**src/rtl/tx_defer_pkg.sv**
```systemverilog
// Package: shared state encoding for the transmit deferral timer.
// Assumes nothing beyond IEEE 1800-2017 enum support.
package tx_defer_pkg;

    typedef enum logic [2:0] {
        ST_IDLE  = 3'd0,
        ST_DEFER = 3'd1,
        ST_GAP1  = 3'd2,
        ST_GAP2  = 3'd3,
        ST_GO    = 3'd4
    } defer_state_e;

endpackage

```
**src/rtl/tx_gap_len.sv**
```systemverilog
// Module: tx_gap_len
// Derives the second gap part length from the first part and the total,
// clamped at zero, and selects the limit for the active part.
// Assumes both inputs are unsigned bit-time counts of equal width.
module tx_gap_len #(
    parameter int CNT_W = 8
) (
    input  logic [CNT_W-1:0] part1_i,
    input  logic [CNT_W-1:0] total_i,
    input  logic             sel_part2_i,
    output logic [CNT_W-1:0] part2_len_o,
    output logic [CNT_W-1:0] limit_o
);

    // Clamp the second part at zero when the total does not exceed part one.
    always_comb begin
        if (total_i > part1_i) begin
            part2_len_o = total_i - part1_i;
        end else begin
            part2_len_o = '0;
        end
    end

    // Pick the limit that the shared counter compares against.
    always_comb begin
        limit_o = sel_part2_i ? part2_len_o : part1_i;
    end

endmodule

```
**src/rtl/tx_gap_counter.sv**
```systemverilog
// Module: tx_gap_counter
// Counts bit ticks up to a limit and reports when the limit is reached.
// Assumes clear has priority and the limit is held steady while counting.
module tx_gap_counter #(
    parameter int CNT_W = 8
) (
    input  logic             clk,
    input  logic             rst_n,
    input  logic             clr_i,
    input  logic             run_i,
    input  logic             tick_i,
    input  logic [CNT_W-1:0] limit_i,
    output logic             done_o
);

    logic [CNT_W-1:0] cnt_q;

    // Done once the counted ticks reach the selected limit.
    always_comb begin
        done_o = (cnt_q >= limit_i);
    end

    // Advance on ticks while running, stop at the limit, clear on request.
    always_ff @(posedge clk) begin
        if (!rst_n) begin
            cnt_q <= '0;
        end else if (clr_i) begin
            cnt_q <= '0;
        end else if (run_i && tick_i && !done_o) begin
            cnt_q <= cnt_q + 1'b1;
        end
    end

    AST_CNT_TICK_ONLY: assert property (@(posedge clk) disable iff (!rst_n)
        (!clr_i && !tick_i) |=> $stable(cnt_q));

    AST_CNT_NO_WRAP: assert property (@(posedge clk) disable iff (!rst_n)
        (!clr_i && done_o) |=> $stable(cnt_q));

endmodule

```
**src/rtl/tx_defer_fsm.sv**
```systemverilog
// Module: tx_defer_fsm
// Sequences idle, deferral, both gap parts and the start pulse.
// Assumes the counter reports done for the limit of the current part.
module tx_defer_fsm
    import tx_defer_pkg::*;
(
    input  logic         clk,
    input  logic         rst_n,
    input  logic         carrier_i,
    input  logic         frame_req_i,
    input  logic         fifo_ready_i,
    input  logic         gap_done_i,
    output defer_state_e state_o,
    output logic         cnt_clr_o,
    output logic         cnt_run_o,
    output logic         tx_start_o,
    output logic         deferring_o
);

    defer_state_e state_q;
    defer_state_e state_d;

    // Next-state selection; carrier beats the gap-done flag in part one.
    always_comb begin
        state_d = state_q;
        unique case (state_q)
            ST_IDLE:  if (frame_req_i) state_d = ST_DEFER;
            ST_DEFER: if (!carrier_i)  state_d = ST_GAP1;
            ST_GAP1: begin
                if (carrier_i)       state_d = ST_DEFER;
                else if (gap_done_i) state_d = ST_GAP2;
            end
            ST_GAP2:  if (gap_done_i && fifo_ready_i) state_d = ST_GO;
            ST_GO:    state_d = ST_IDLE;
            default:  state_d = ST_IDLE;
        endcase
    end

    // State register with synchronous reset.
    always_ff @(posedge clk) begin
        if (!rst_n) begin
            state_q <= ST_IDLE;
        end else begin
            state_q <= state_d;
        end
    end

    // Counter control: clear on every state change, run in the gap parts.
    always_comb begin
        cnt_clr_o = (state_d != state_q) || (state_q == ST_DEFER) || (state_q == ST_IDLE);
        cnt_run_o = ((state_q == ST_GAP1) && !carrier_i) || (state_q == ST_GAP2);
    end

    // Outputs decoded from the registered state.
    always_comb begin
        state_o     = state_q;
        tx_start_o  = (state_q == ST_GO);
        deferring_o = (state_q == ST_DEFER) || (state_q == ST_GAP1);
    end

    AST_START_ONE_CYCLE: assert property (@(posedge clk) disable iff (!rst_n)
        tx_start_o |=> !tx_start_o);

    AST_NO_START_DEFERRING: assert property (@(posedge clk) disable iff (!rst_n)
        deferring_o |-> !tx_start_o);

    AST_START_NEEDS_FIFO: assert property (@(posedge clk) disable iff (!rst_n)
        $rose(tx_start_o) |-> $past(fifo_ready_i));

    AST_GAP1_CARRIER_RESTART: assert property (@(posedge clk) disable iff (!rst_n)
        (state_q == ST_GAP1 && carrier_i) |=> (state_q == ST_DEFER));

    AST_GAP2_IGNORES_CARRIER: assert property (@(posedge clk) disable iff (!rst_n)
        (state_q == ST_GAP2) |=> (state_q != ST_DEFER && !deferring_o));

endmodule

```
**src/rtl/tx_defer_ipg.sv**
```systemverilog
// Module: tx_defer_ipg (top)
// Decides when a half-duplex transmitter may start a frame: defers on
// carrier, applies a two-part gap in bit ticks, waits for FIFO fill.
// Assumes carrier_i is already synchronous to clk.
module tx_defer_ipg
    import tx_defer_pkg::*;
#(
    parameter int CNT_W = 8
) (
    input  logic             clk,
    input  logic             rst_n,
    input  logic             carrier_i,
    input  logic             bit_tick_i,
    input  logic [CNT_W-1:0] gap_part1_i,
    input  logic [CNT_W-1:0] gap_total_i,
    input  logic             fifo_ready_i,
    input  logic             frame_req_i,
    output logic             tx_start_o,
    output logic             deferring_o
);

    defer_state_e     state;
    logic             cnt_clr;
    logic             cnt_run;
    logic             gap_done;
    logic [CNT_W-1:0] part2_len;
    logic [CNT_W-1:0] limit;

    tx_gap_len #(.CNT_W(CNT_W)) u_len (
        .part1_i     (gap_part1_i),
        .total_i     (gap_total_i),
        .sel_part2_i (state == ST_GAP2),
        .part2_len_o (part2_len),
        .limit_o     (limit)
    );

    tx_gap_counter #(.CNT_W(CNT_W)) u_cnt (
        .clk     (clk),
        .rst_n   (rst_n),
        .clr_i   (cnt_clr),
        .run_i   (cnt_run),
        .tick_i  (bit_tick_i),
        .limit_i (limit),
        .done_o  (gap_done)
    );

    tx_defer_fsm u_fsm (
        .clk          (clk),
        .rst_n        (rst_n),
        .carrier_i    (carrier_i),
        .frame_req_i  (frame_req_i),
        .fifo_ready_i (fifo_ready_i),
        .gap_done_i   (gap_done),
        .state_o      (state),
        .cnt_clr_o    (cnt_clr),
        .cnt_run_o    (cnt_run),
        .tx_start_o   (tx_start_o),
        .deferring_o  (deferring_o)
    );

    AST_ZERO_PART2: assert property (@(posedge clk) disable iff (!rst_n)
        (state == ST_GAP2 && gap_total_i <= gap_part1_i && fifo_ready_i) |=> tx_start_o);

endmodule

```
**config.mk**
```make
export PLATFORM = sky130hd
export DESIGN_NAME = tx_defer_ipg
export DESIGN_NICKNAME = d
export VERILOG_FILES = /design/src/rtl/tx_defer_pkg.sv /design/src/rtl/tx_gap_len.sv /design/src/rtl/tx_gap_counter.sv /design/src/rtl/tx_defer_fsm.sv /design/src/rtl/tx_defer_ipg.sv
export SDC_FILE = /design/constraint.sdc
export NUM_CORES = 1
export LEC_CHECK = 0
export ABC_CLOCK_PERIOD_IN_PS = 4600
export BUFFER_PORTS_ARGS = -buffer_cell sky130_fd_sc_hd__buf_2
export CELL_PAD_IN_SITES_DETAIL_PLACEMENT = 1
export CELL_PAD_IN_SITES_GLOBAL_PLACEMENT = 1
export CORE_AREA = 5 5 63 65
export DETAILED_ROUTE_END_ITERATION = 12
export DIE_AREA = 0 0 68 70
export GPL_TIMING_DRIVEN = 0
export PLACE_DENSITY_LB_ADDON = 0.15
export SYNTH_ARGS = -nofsm -noshare
export SYNTH_HDL_FRONTEND = slang
export SYNTH_SLANG_ARGS = --single-unit
```
**constraint.sdc**
```tcl
create_clock -name clk -period 4.6 [get_ports clk]
set_input_delay 0.69 -clock clk [delete_from_list [all_inputs] [get_ports clk]]
set_output_delay 0.69 -clock clk [all_outputs]
set_load 0.02 [all_outputs]
```
==> results.py <==
metrics = {
    "outcome": {
        "status": "finished, final reports clean",
    },
    "routing": {
        "wl_per_cell_microns": 15.0,
        "firstDrtPassIters": 4,
        "drt_iter0_markers": 91,
        "vias_per_cell": 5.69,
        "detail-route-antenna-nets": 0,
        "drt-total-wl_mm": 3.66,
        "num_vias": 1389,
        "drc": 0,
    },
    "min_path": {
        "hold_path_class": "flop to flop",
    },
    "floorplan": {
        "dieHeight_microns": 70,
        "core_sq_um": 3280,
        "die_area_sq_um": 4760,
        "ios": 24,
        "initial_utilization_pct": 39.3,
        "fp-row-count": 21,
        "die_w_microns": 68,
    },
    "clock_tree": {
        "cts-root-buf": "clkbuf_4",
        "clock_latency_ps": 260,
        "cts_hold_buf": 0,
        "clock_path_buffers": 2,
        "cts_sinks": 11,
        "postCtsSetupBuffers": 0,
        "cts_resized": 0,
        "htree_levels": 1,
        "cts_tree": "yes",
        "path_clk_slew_ps": 70,
        "cts_buffers": 3,
    },
    "worst_setup_path": {
        "crit_type": "primary input to flop",
        "crit_fanout": 10,
        "crit_buf_inv": 2,
        "cp_cell_sequence": "buf_2, ha_1, fa_1, nor2b_1, o31a_1, o221a_1, o21a_1, a32oi_1, ha_1, nor4_1, o21ai_1, and3_1, clkbuf_1, o31a_1, nor3_1",
        "critPathLaunchType": "primary input",
        "crit_family": "compound AO/OA/AOI/OAI gates",
        "worstPathRequired_ps": 4790,
        "cp_slowest_cell": "fa_1",
        "crit_arrival_ps": 4150,
        "worstSetupEndpointType": "flop",
        "slowest_delay_ps": 410,
    },
    "global_route": {
        "antenna_found_initial": 0,
        "grt_usage_pct": 16.8,
        "grt_pass1_wl_mm": 6.46,
        "grt_max_degree": 11,
        "grt.overflow.total": 0,
        "grt_pass1_vias": 1444,
    },
    "timing": {
        "period_share_pct": 86.1,
        "finalHoldViolCount": 0,
        "finalSetupTns_ps": 0,
        "slew_violations": 0,
        "hold_slack_ps": 534,
        "final.min_clock_period_ps": 3960,
        "fmax_ghz": 0.252,
        "max_slew_margin_pct": 62.6,
        "tightest_slew_ps": 557,
        "setup_viol": 0,
        "fin_worst_skew_ps": 3.01,
        "rsz0062_at_grt": "no",
    },
    "synth": {
        "synth_edf_count": 0,
        "synth_area_sq_um": 1290,
        "syn_inst": 171,
        "syn_avg_cell_area_sq_um": 7.54,
        "synth_cell_types": 44,
        "ys_async_sr_fraction_pct": 0,
        "synth_seq_cells": 11,
        "yosys_warnings": 0,
        "synth-main-ff-cell": "dfxtp_1",
        "syn_nets": 211,
        "ys_seq_area_share_pct": 17.1,
    },
    "cells_and_area": {
        "fill_cells": 425,
        "num_antenna_cells": 0,
        "final_layout_size_suffix_gt1_share_pct": 15.7,
        "final_cell_mix": "23 x buf_2, 17 x ha_1, 15 x inv_1, 13 x a21oi_1, 12 x nor2_1",
        "layout.nets": 239,
        "final_common_cell": "buf_2",
        "fin_area_sq_um": 1490,
        "syn_to_final_growth_pct": 15.4,
        "layoutNonFillerInstCount": 244,
    },
    "placement": {
        "place_congestion": 0.852,
        "io_buffers": 23,
        "hpwl_mm": 3.15,
        "placed_cells": 240,
        "place_area_sq_um": 1460,
    },
    "flow_run": {
        "cap_violations": 0,
    },
    "power_and_ir_drop": {
        "p_leak_uw": 0.000645,
        "power_density_nw_per_um2": 177,
        "ir_drop_v": 0.0000568,
        "power_uw": 264,
    },
}
cells by family (layout without fill, tap and decap cells):
kind of cell	Yosys count	after routing	share of synthesized area, %
AOI/OAI and AO/OA	59	59	30.6
xor gates and xnor gates	3	3	2.04
adders and majority gates	18	18	18.0
buffers and inverters	20	47	7.47
DFF	11	11	17.1
and+or+nand+nor	60	60	24.7
per-layer routing:
metal / share of wire (%) / track usage, %
met1: 43 / 19.8
met2: 54 / 30.9
met3: 2.3 / 1.92
met4: 0.68 / 3.97
met5: 0 / 0
state kept, by name, summed over array words and instances, names as in the netlist:
register       flops
u_fsm.state_o      3
u_cnt.cnt_q        8
cells in the mapped netlist (all sizes together) (6+ instances only):
cell	count	area share, %
nor2	12	3.5
dfxtp	11	17
nor3	7	2.7
nand2	9	2.6
a21oi	13	5.0
inv	16	4.8
o21ai	10	3.9
ha	17	16
o31ai	6	3.5
nand3	7	2.7
layout make-up:
class | count | area [sq um] | share of cell area, %
repair buffers | 23 | 115 | 7.73
flip-flops and latches | 11 | 220 | 14.8
inverters | 16 | 62.6 | 4.20
clock buffers | 4 | 26.3 | 1.76
multi-input cells | 140 | 973 | 65.4
plain buffers | 4 | 33.8 | 2.27
well taps | 46 | 57.6 | 3.87
metrics by stage:
step	worst slack, ps	util [%]
after floorplan	965	-
after CTS	624	45.3
after detailed placement	360	44.5
after global routing	331	45.3
after global placement	436	44.5
final	638	45.3
worst paths after layout:
check | from | end | slack [ps] | depth (start not counted)
worst max register to register | u_fsm.state_o[1]$_SDFF_PN0_ | u_cnt.cnt_q[4]$_SDFFE_PP0P_ | 1300 | 13
worst min-delay path | u_cnt.cnt_q[0]$_SDFFE_PP0P_ | u_cnt.cnt_q[0]$_SDFFE_PP0P_ | 530 | 2
worst min register to register | u_cnt.cnt_q[0]$_SDFFE_PP0P_ | u_cnt.cnt_q[0]$_SDFFE_PP0P_ | 530 | 2
worst max-delay path | gap_part1_i[0] | u_cnt.cnt_q[6]$_SDFFE_PP0P_ | 640 | 15
worst min-delay path: stages, from the launching register on:
cell and delay [ps]:
dfxtp_1 340, o21ai_1 80, a21oi_1 60
where the power goes:
part | internal [uW] | switching [uW]
Sequential | 96.8 | 0.557
Combinational | 43.5 | 57.4
Clock | 33.5 | 32.0
No activity file was read; power rests on OpenSTA's default activity.
